**src/rtl/vf_pkg.sv**
```systemverilog
package vf_pkg;

    typedef enum logic [2:0] {
        ST_IDLE  = 3'd0,
        ST_VSTEP = 3'd1,
        ST_VWAIT = 3'd2,
        ST_RSET  = 3'd3,
        ST_RLOCK = 3'd4
    } vf_state_e;

endpackage

```
**src/rtl/vf_clamp.sv**
```systemverilog
module vf_clamp #(
    parameter int VID_W = 8
) (
    input  logic [VID_W-1:0] vin,
    input  logic [VID_W-1:0] lo,
    input  logic [VID_W-1:0] hi,
    output logic [VID_W-1:0] vout
);
    always_comb begin
        if (vin < lo) begin
            vout = lo;
        end else if (vin > hi) begin
            vout = hi;
        end else begin
            vout = vin;
        end
    end
endmodule

```
**src/rtl/vf_vid_step.sv**
```systemverilog
module vf_vid_step #(
    parameter int VID_W = 8
) (
    input  logic [VID_W-1:0] cur,
    input  logic [VID_W-1:0] tgt,
    output logic [VID_W-1:0] nxt,
    output logic             at_tgt
);
    localparam logic [VID_W-1:0] ONE = VID_W'(1);

    always_comb begin
        at_tgt = (cur == tgt);
        if (cur < tgt) begin
            nxt = cur + ONE;
        end else if (cur > tgt) begin
            nxt = cur - ONE;
        end else begin
            nxt = cur;
        end
    end
endmodule

```
**src/rtl/vf_settle_tmr.sv**
```systemverilog
module vf_settle_tmr #(
    parameter int CNT_W = 16
) (
    input  logic             clk,
    input  logic             rst_n,
    input  logic             load,
    input  logic [CNT_W-1:0] count,
    output logic             expired
);
    localparam logic [CNT_W-1:0] ONE = CNT_W'(1);

    logic [CNT_W-1:0] cnt_d, cnt_q;

    always_comb begin
        cnt_d = cnt_q;
        if (load) begin
            cnt_d = count;
        end else if (cnt_q != '0) begin
            cnt_d = cnt_q - ONE;
        end
    end

    always_ff @(posedge clk) begin
        if (!rst_n) begin
            cnt_q <= '0;
        end else begin
            cnt_q <= cnt_d;
        end
    end

    assign expired = (cnt_q == '0);
endmodule

```
**src/rtl/vf_seq.sv**
```systemverilog
module vf_seq
    import vf_pkg::*;
#(
    parameter int RATIO_W = 6,
    parameter int VID_W   = 8,
    parameter int CNT_W   = 16
) (
    input  logic               clk,
    input  logic               rst_n,
    input  logic [RATIO_W-1:0] rst_ratio,
    input  logic [VID_W-1:0]   rst_vid,
    input  logic [VID_W-1:0]   vid_min,
    input  logic [VID_W-1:0]   vid_max,
    input  logic [CNT_W-1:0]   settle_cyc,
    input  logic               tgt_wr,
    input  logic [RATIO_W-1:0] tgt_ratio,
    input  logic [VID_W-1:0]   tgt_vid,
    input  logic               drop_clr,
    input  logic               lock_ack,
    output logic [RATIO_W-1:0] ratio_out,
    output logic [VID_W-1:0]   vid_out,
    output logic               busy,
    output logic               drop_flag
);

    typedef struct packed {
        vf_state_e          st;
        logic               rat_pend;
        logic               volt_pend;
        logic               drop;
        logic [RATIO_W-1:0] ratio;
        logic [VID_W-1:0]   vid;
        logic [RATIO_W-1:0] t_ratio;
        logic [VID_W-1:0]   t_vid;
    } seq_t;

    seq_t s_d, s_q;

    logic [VID_W-1:0] clamped_vid;
    logic [VID_W-1:0] vid_nxt;
    logic             vid_at;
    logic             tmr_load;
    logic             tmr_done;
    logic             is_busy;
    logic             same_ratio;
    logic             same_vid;

    vf_clamp #(.VID_W(VID_W)) u_clamp (
        .vin  (tgt_vid),
        .lo   (vid_min),
        .hi   (vid_max),
        .vout (clamped_vid)
    );

    vf_vid_step #(.VID_W(VID_W)) u_step (
        .cur    (s_q.vid),
        .tgt    (s_q.t_vid),
        .nxt    (vid_nxt),
        .at_tgt (vid_at)
    );

    vf_settle_tmr #(.CNT_W(CNT_W)) u_tmr (
        .clk     (clk),
        .rst_n   (rst_n),
        .load    (tmr_load),
        .count   (settle_cyc),
        .expired (tmr_done)
    );

    always_comb begin
        s_d        = s_q;
        tmr_load   = 1'b0;
        is_busy    = (s_q.st != ST_IDLE);
        same_ratio = (tgt_ratio == s_q.ratio);
        same_vid   = (clamped_vid == s_q.vid);

        // Dropped-request flag: a new drop has priority over a clear.
        if (tgt_wr && is_busy) begin
            s_d.drop = 1'b1;
        end else if (drop_clr) begin
            s_d.drop = 1'b0;
        end

        case (s_q.st)
            ST_IDLE: begin
                if (tgt_wr) begin
                    s_d.t_ratio   = tgt_ratio;
                    s_d.t_vid     = clamped_vid;
                    s_d.rat_pend  = 1'b0;
                    s_d.volt_pend = 1'b0;
                    if (same_ratio && same_vid) begin
                        s_d.st = ST_IDLE;
                    end else if (same_ratio) begin
                        s_d.st = ST_VSTEP;
                    end else if (tgt_ratio > s_q.ratio) begin
                        s_d.st       = ST_VSTEP;
                        s_d.rat_pend = 1'b1;
                    end else begin
                        s_d.st        = ST_RSET;
                        s_d.volt_pend = 1'b1;
                    end
                end
            end
            ST_VSTEP: begin
                if (vid_at) begin
                    if (s_q.rat_pend) begin
                        s_d.st       = ST_RSET;
                        s_d.rat_pend = 1'b0;
                    end else begin
                        s_d.st = ST_IDLE;
                    end
                end else begin
                    s_d.vid  = vid_nxt;
                    tmr_load = 1'b1;
                    s_d.st   = ST_VWAIT;
                end
            end
            ST_VWAIT: begin
                if (tmr_done) begin
                    s_d.st = ST_VSTEP;
                end
            end
            ST_RSET: begin
                s_d.ratio = s_q.t_ratio;
                s_d.st    = ST_RLOCK;
            end
            ST_RLOCK: begin
                if (lock_ack) begin
                    if (s_q.volt_pend) begin
                        s_d.st        = ST_VSTEP;
                        s_d.volt_pend = 1'b0;
                    end else begin
                        s_d.st = ST_IDLE;
                    end
                end
            end
            default: begin
                s_d.st = ST_IDLE;
            end
        endcase
    end

    always_ff @(posedge clk) begin
        if (!rst_n) begin
            s_q.st        <= ST_IDLE;
            s_q.rat_pend  <= 1'b0;
            s_q.volt_pend <= 1'b0;
            s_q.drop      <= 1'b0;
            s_q.ratio     <= rst_ratio;
            s_q.vid       <= rst_vid;
            s_q.t_ratio   <= rst_ratio;
            s_q.t_vid     <= rst_vid;
        end else begin
            s_q <= s_d;
        end
    end

    assign ratio_out = s_q.ratio;
    assign vid_out   = s_q.vid;
    assign busy      = (s_q.st != ST_IDLE);
    assign drop_flag = s_q.drop;

endmodule

```
**config.mk**
```make
export PLATFORM = sky130hd
export DESIGN_NAME = vf_seq
export DESIGN_NICKNAME = d
export VERILOG_FILES = /design/src/rtl/vf_pkg.sv /design/src/rtl/vf_clamp.sv /design/src/rtl/vf_vid_step.sv /design/src/rtl/vf_settle_tmr.sv /design/src/rtl/vf_seq.sv
export SDC_FILE = /design/constraint.sdc
export NUM_CORES = 1
export LEC_CHECK = 0
export BUFFER_PORTS_ARGS = -buffer_cell sky130_fd_sc_hd__buf_2
export CAP_MARGIN = 20
export CORE_MARGIN = 3
export CORE_UTILIZATION = 40
export CTS_CLUSTER_SIZE = 8
export DETAILED_ROUTE_END_ITERATION = 10
export GPL_TIMING_DRIVEN = 1
export HOLD_SLACK_MARGIN = 0.05
export PLACE_DENSITY = 0.58
export SLEW_MARGIN = 0
export SYNTH_ARGS = -nofsm -noshare
export SYNTH_HDL_FRONTEND = slang
export SYNTH_SLANG_ARGS = --single-unit
export TNS_END_PERCENT = 50
```
**constraint.sdc**
```tcl
create_clock -name clk -period 4 [get_ports clk]
set_clock_uncertainty 0.1 [all_clocks]
set_input_delay 0.2 -clock clk [delete_from_list [all_inputs] [get_ports clk]]
set_output_delay 0.2 -clock clk [all_outputs]
set_load 0.05 [all_outputs]
```
# After elaboration in Yosys (flattened, before gate mapping)
# Cells that the tools add are included.
# Widths: inputs -> output; s select.
[totals]
inputBits = 65
regBits = 50
elab_cells = 83
out_inout_bits = 16
[classes]
mux = 34
order_cmp = 5
reduce_logical = 15
addsub = 3
eq_ne = 17
[ops]
columns = ["op", "count"]
rows = [
  ["$mux 8", 6],
  ["$mux 16", 2],
  ["$mux 14", 2],
  ["$mux 28", 1],
  ["$eq 8x8->1", 2],
  ["$gt 8x8->1", 2],
  ["$logic_not 16->1", 1],
  ["$lt 8x8->1", 2],
  ["$reduce_bool 16->1", 1],
  ["$sub 16x1->16 const B", 1],
  ["$pmux 3 s5", 1],
  ["$mux 2", 7],
  ["$reduce_and 3->1", 4],
  ["$ne 2x1->1 const B", 5],
  ["$mux 1", 9],
  ["$add 8x1->8 const B", 1],
  ["$ne 2x2->1 const B", 4],
  ["$reduce_bool 2->1", 4],
  ["$sub 8x1->8 const B", 1],
  ["$eq 3x2->1 const B", 2],
  ["$eq 6x6->1", 1],
  ["$gt 6x6->1", 1],
  ["$mux 3", 2],
  ["$mux 6", 1],
  ["9 further kinds", 11],
]

# Longest topological paths before layout
[logic_depth]
depth_word = 8
depth_mapped = 15

# By module
# Synthesis repeated with hierarchy kept, for this count alone.
[unflattened]
cells_unflattened = 474
hier_area_um2 = 4061.4
[by_module_without_submodules]
columns = ["module", "area_each_um2", "cells_per_inst", "n_inst"]
rows = [
  ["vf_seq", 1869.3, 198, 1],
  ["vf_settle_tmr", 939.7, 116, 1],
  ["vf_clamp", 732.0, 95, 1],
  ["vf_vid_step", 520.5, 65, 1],
]

# Worst setup path before layout
# OpenSTA, ideal clock, no wires.
[synth_timing]
path_kind = "reg-to-reg"
startpoint = "register s_q, in the netlist vid_out[1]"
endpoint = "register s_q, in the netlist vid_out[7] (data pin)"
synth_period_minus_slack_ns = 3.352
path_stages_with_launch = 15
path_buffers = 0
arrival_time_ns = 2.992
slack_ns = 0.648
t_required_ns = 3.640
path_cell_list = "edfxtp_1 ha_1 nor2b_1 o21ai_0 nand2b_1 a21oi_1 o21ai_1 ha_1 a21o_1 a21o_1 a21o_1 a21oi_1 o21ai_0 xnor2_1 mux2_2"
[synth_between]
elab_chain_len = 6
[synth_lines]
columns = ["item", "line_no", "source"]
rows = [
  ["start: declaration", "vf_seq.sv:37", "seq_t s_d, s_q;"],
  ["$sub 8x1->8", "vf_vid_step.sv:16", "nxt = cur - ONE;"],
  ["$mux 8", "vf_vid_step.sv:15", "end else if (cur > tgt) begin"],
  ["$mux 8 (*)", "vf_vid_step.sv:13", "if (cur < tgt) begin"],
  ["$mux 8 (*)", "vf_seq.sv:105", "if (vid_at) begin"],
  ["$mux 8 (*)", "vf_seq.sv:84", "case (s_q.st)"],
  ["$mux 28 (*)", "vf_seq.sv:144", "if (!rst_n) begin"],
]
# Every way passes the cells marked *; elsewhere a longest branch is shown, timed or not. The select of a mux whose other input is x is not followed.
# A chain may end at the register's enable or synchronous reset.

# Final worst setup path
# Ends and elaborated chain as after synthesis.

==> impl_metrics.toml <==
[status]
status = "finished clean"

[power_and_ir_drop]
powerDensity_nw_per_um2 = 679
p_clk_frac = 0.103
p_seq_frac = 0.313
power_frac_comb = 0.584
switching_share = 0.456
power.switching_mw = 1.36
total_power_mw = 2.99
intPower_mw = 1.62
p_leak_nw = 2.05
ir_drop_uv = 282

[clock_network]
cts_buffers = 5
cts_setup_buffers = 0
cts_resized = 0
clk_pin_slew_ns = 0.10
cts.path.max_buffers = 2
cts_tree = "built"
insertion_delay_ns = 0.31
htreeDepth = 2
cts_root_buffer = "clkbuf_8"
cts_sinks = 50

[synthesis]
synth_area_um2 = 3840
yosys.area.top_type = "edfxtp_1"
ys_types = 63
ys_seq_area_frac = 0.334
synth-seq-cells = 50
synth-compound-area-share = 0.185
yosys-top-cells-count = "52 x nand2_1, 41 x inv_1, 36 x ha_1, 34 x nor2_1, 28 x edfxtp_1"
synth_top_area_share = 0.219
postSynth.asyncResetShare = 0
synthSimpleGateAreaFrac = 0.190
synth.area.top_cells = "edfxtp_1 22%, ha_1 12%, dfxtp_1 11%"
yosys_warnings = 0
netlist_instances = 432
synth_nets = 534
synth_top_family_by_area = "simple AND/OR/NAND/NOR gates"
synthAdderAreaFrac = 0.123
yosysMostFrequentCell = "nand2_1"
ys.flop_type = "edfxtp_1"
muxShareOfSynthArea = 0.0431
synth.avg_cell_area_um2 = 8.88
synth_edf_count = 28
synth_xor_area_frac = 0.0457

[global_route]
grt_pass1_vias = 3194
grt_pass1_wl_um = 15700
antenna_found_initial = 0
grt_overflow_total = 0
grtUsageTotal = 0.174
grt_max_degree = 29

[placed_design]
place_ws_ns = 0.319
dp.cells = 619
port_buffers = 80
routabilityCongestion = 0.871
dp_hpwl_um = 7140

[setup_path]
r2r-start = "vid_out[1]"
worstPathRequired_ns = 3.97
crit_fanout = 8
rrSetupSlack_ns = 0.34
reg2reg_depth = 14
critPathCaptureType = "register"
critPathKind = "register to register"
timing.rr.end = "vid_out[7]"
worstPathArrival_ns = 3.64
critPathLaunchType = "register"

[floorplan]
num_rows = 35
die_y_um = 104
core_um2 = 9280
dieArea_um2 = 10800
start_util = 0.413
die_width_um = 104
ios = 81

[layout]
nFillCells = 961
multiInputGateArea_um2 = 2250
instances_no_fill = 631
regArea_um2 = 1280
area_growth_pct = 14.6
antenna_cells = 0
drive_gt1_frac = 0.231
fin_nets = 603

[drt]
routed_wl_um = 9080
via_per_inst = 5.12
ant_nets = 0
drt_iter0_markers = 106
vias = 3230
drc_errors = 0
firstDrtPassIters = 4
post_drt_wl_per_cell_um = 14.4

[sta]
fin_crit_sh = 0.916
period_minus_slack_ns = 3.66
worst_pin_slew_ns = 0.804
timing.hold.ws_ns = 0.0601
max_freq_mhz = 273
slew_viol_final = 0
setup_slack_ns = 0.336
hold_viol = 0
finalSetupViolCount = 0
finalSetupTns_ns = 0
maxSlewHeadroom = 0.463
rsz0062_at_grt = "no"

[worst_hold_path]
hold_path_depth = 3
holdCritPathClass = "input pin to register"
min_from = "rst_ratio[4]"
min_to = "ratio_out[4]"

[run]
max-cap-violations = 0
## timing repair
item,in CTS,in global routing
endpoints found under the setup margin,0,0
hold endpoints to repair,4,0
hold buffers,4,0
## worst max-delay path by stage
stage / slack [ns] / from / endpoint
floorplan: 0.65 / vid_out[1] / vid_out[7]
global placement: 0.42 / vid_out[1] / vid_out[7]
detailed placement: 0.32 / vid_out[1] / vid_out[7]
CTS: 0.32 / vid_out[1] / vid_out[7]
global route: 0.05 / vid_out[1] / vid_out[7]
finish: 0.34 / vid_out[1] / vid_out[7]
## kinds of logic after synthesis
| logic type | count (synthesis) |
|---|---|
| adder cells (fa/ha/maj) | 37 |
| AND/OR/NAND/NOR | 145 |
| XOR/XNOR | 20 |
| flip-flops | 50 |
| multiplexers | 15 |
| AO/OA/AOI/OAI | 99 |
| buffers and inverters | 66 |
## worst max-delay path, stage by stage (launching register included)
cell      delay [ns]
edfxtp_1        0.50
ha_1            0.35
nor2b_1         0.12
o21ai_0         0.07
nand2b_1        0.07
a21oi_1         0.06
o21ai_1         0.53
ha_1            0.35
a21o_1          0.15
a21o_1          0.19
a21o_1          0.18
a21oi_1         0.20
o21ai_0         0.16
xnor2_1         0.14
mux2_2          0.26
## cell type report
| cell class | count | area share |
|---|---|---|
| Clock buffer | 5 | 0.0157 |
| Clock inverter | 3 | 0.00455 |
| Inverter | 41 | 0.0350 |
| Multi-Input combinational cell | 316 | 0.511 |
| Sequential cell | 50 | 0.291 |
| Tap cell | 129 | 0.0367 |
| Timing Repair Buffer | 87 | 0.105 |
## cell usage in the layout, fill, tap and decap left out, types with 6 or more instances in the layout
master    instances
buf_2            80
nand2_1          52
inv_1            41
ha_1             36
nor2_1           34
edfxtp_1         28
dfxtp_1          22
o21ai_0          20
a21oi_1          20
a211oi_1         14
a21o_1           13
xnor2_1          12
nand3_1          11
nor3_1           10
mux2_2            8
xor2_1            8
nor2b_1           6
mux2i_1           6
## registers in the layout (all words and copies together) (netlist names)
register and cells:
drop_flag 1, s_q 19, vid_out 8, ratio_out 6, u_tmr.cnt_q 16
## per-layer routing
metal,track usage,routed length [um]
met2,0.276,4150
met3,0.0372,423
met5,0,0
met1,0.243,4390
met4,0.0408,124
## stage by stage
stage	utilization	cell area (um^2)
4_1_cts	0.473	4400
6_report	0.473	4400
3_5_place_dp	0.460	4270
5_1_grt	0.473	4400
2_1_floorplan	-	3840
3_3_place_gp	0.460	4270
## power groups by stage
stage | logic, mW | registers (mW) | clock network (mW)
2_1_floorplan | 1.47 | 0.906 | 0
3_3_place_gp | 1.73 | 0.939 | 0
3_5_place_dp | 1.75 | 0.945 | 0
4_1_cts | 1.76 | 0.933 | 0.318
5_1_grt | 1.98 | 0.964 | 0.341
6_report | 1.74 | 0.934 | 0.307
(Power assumes the default switching activity.)
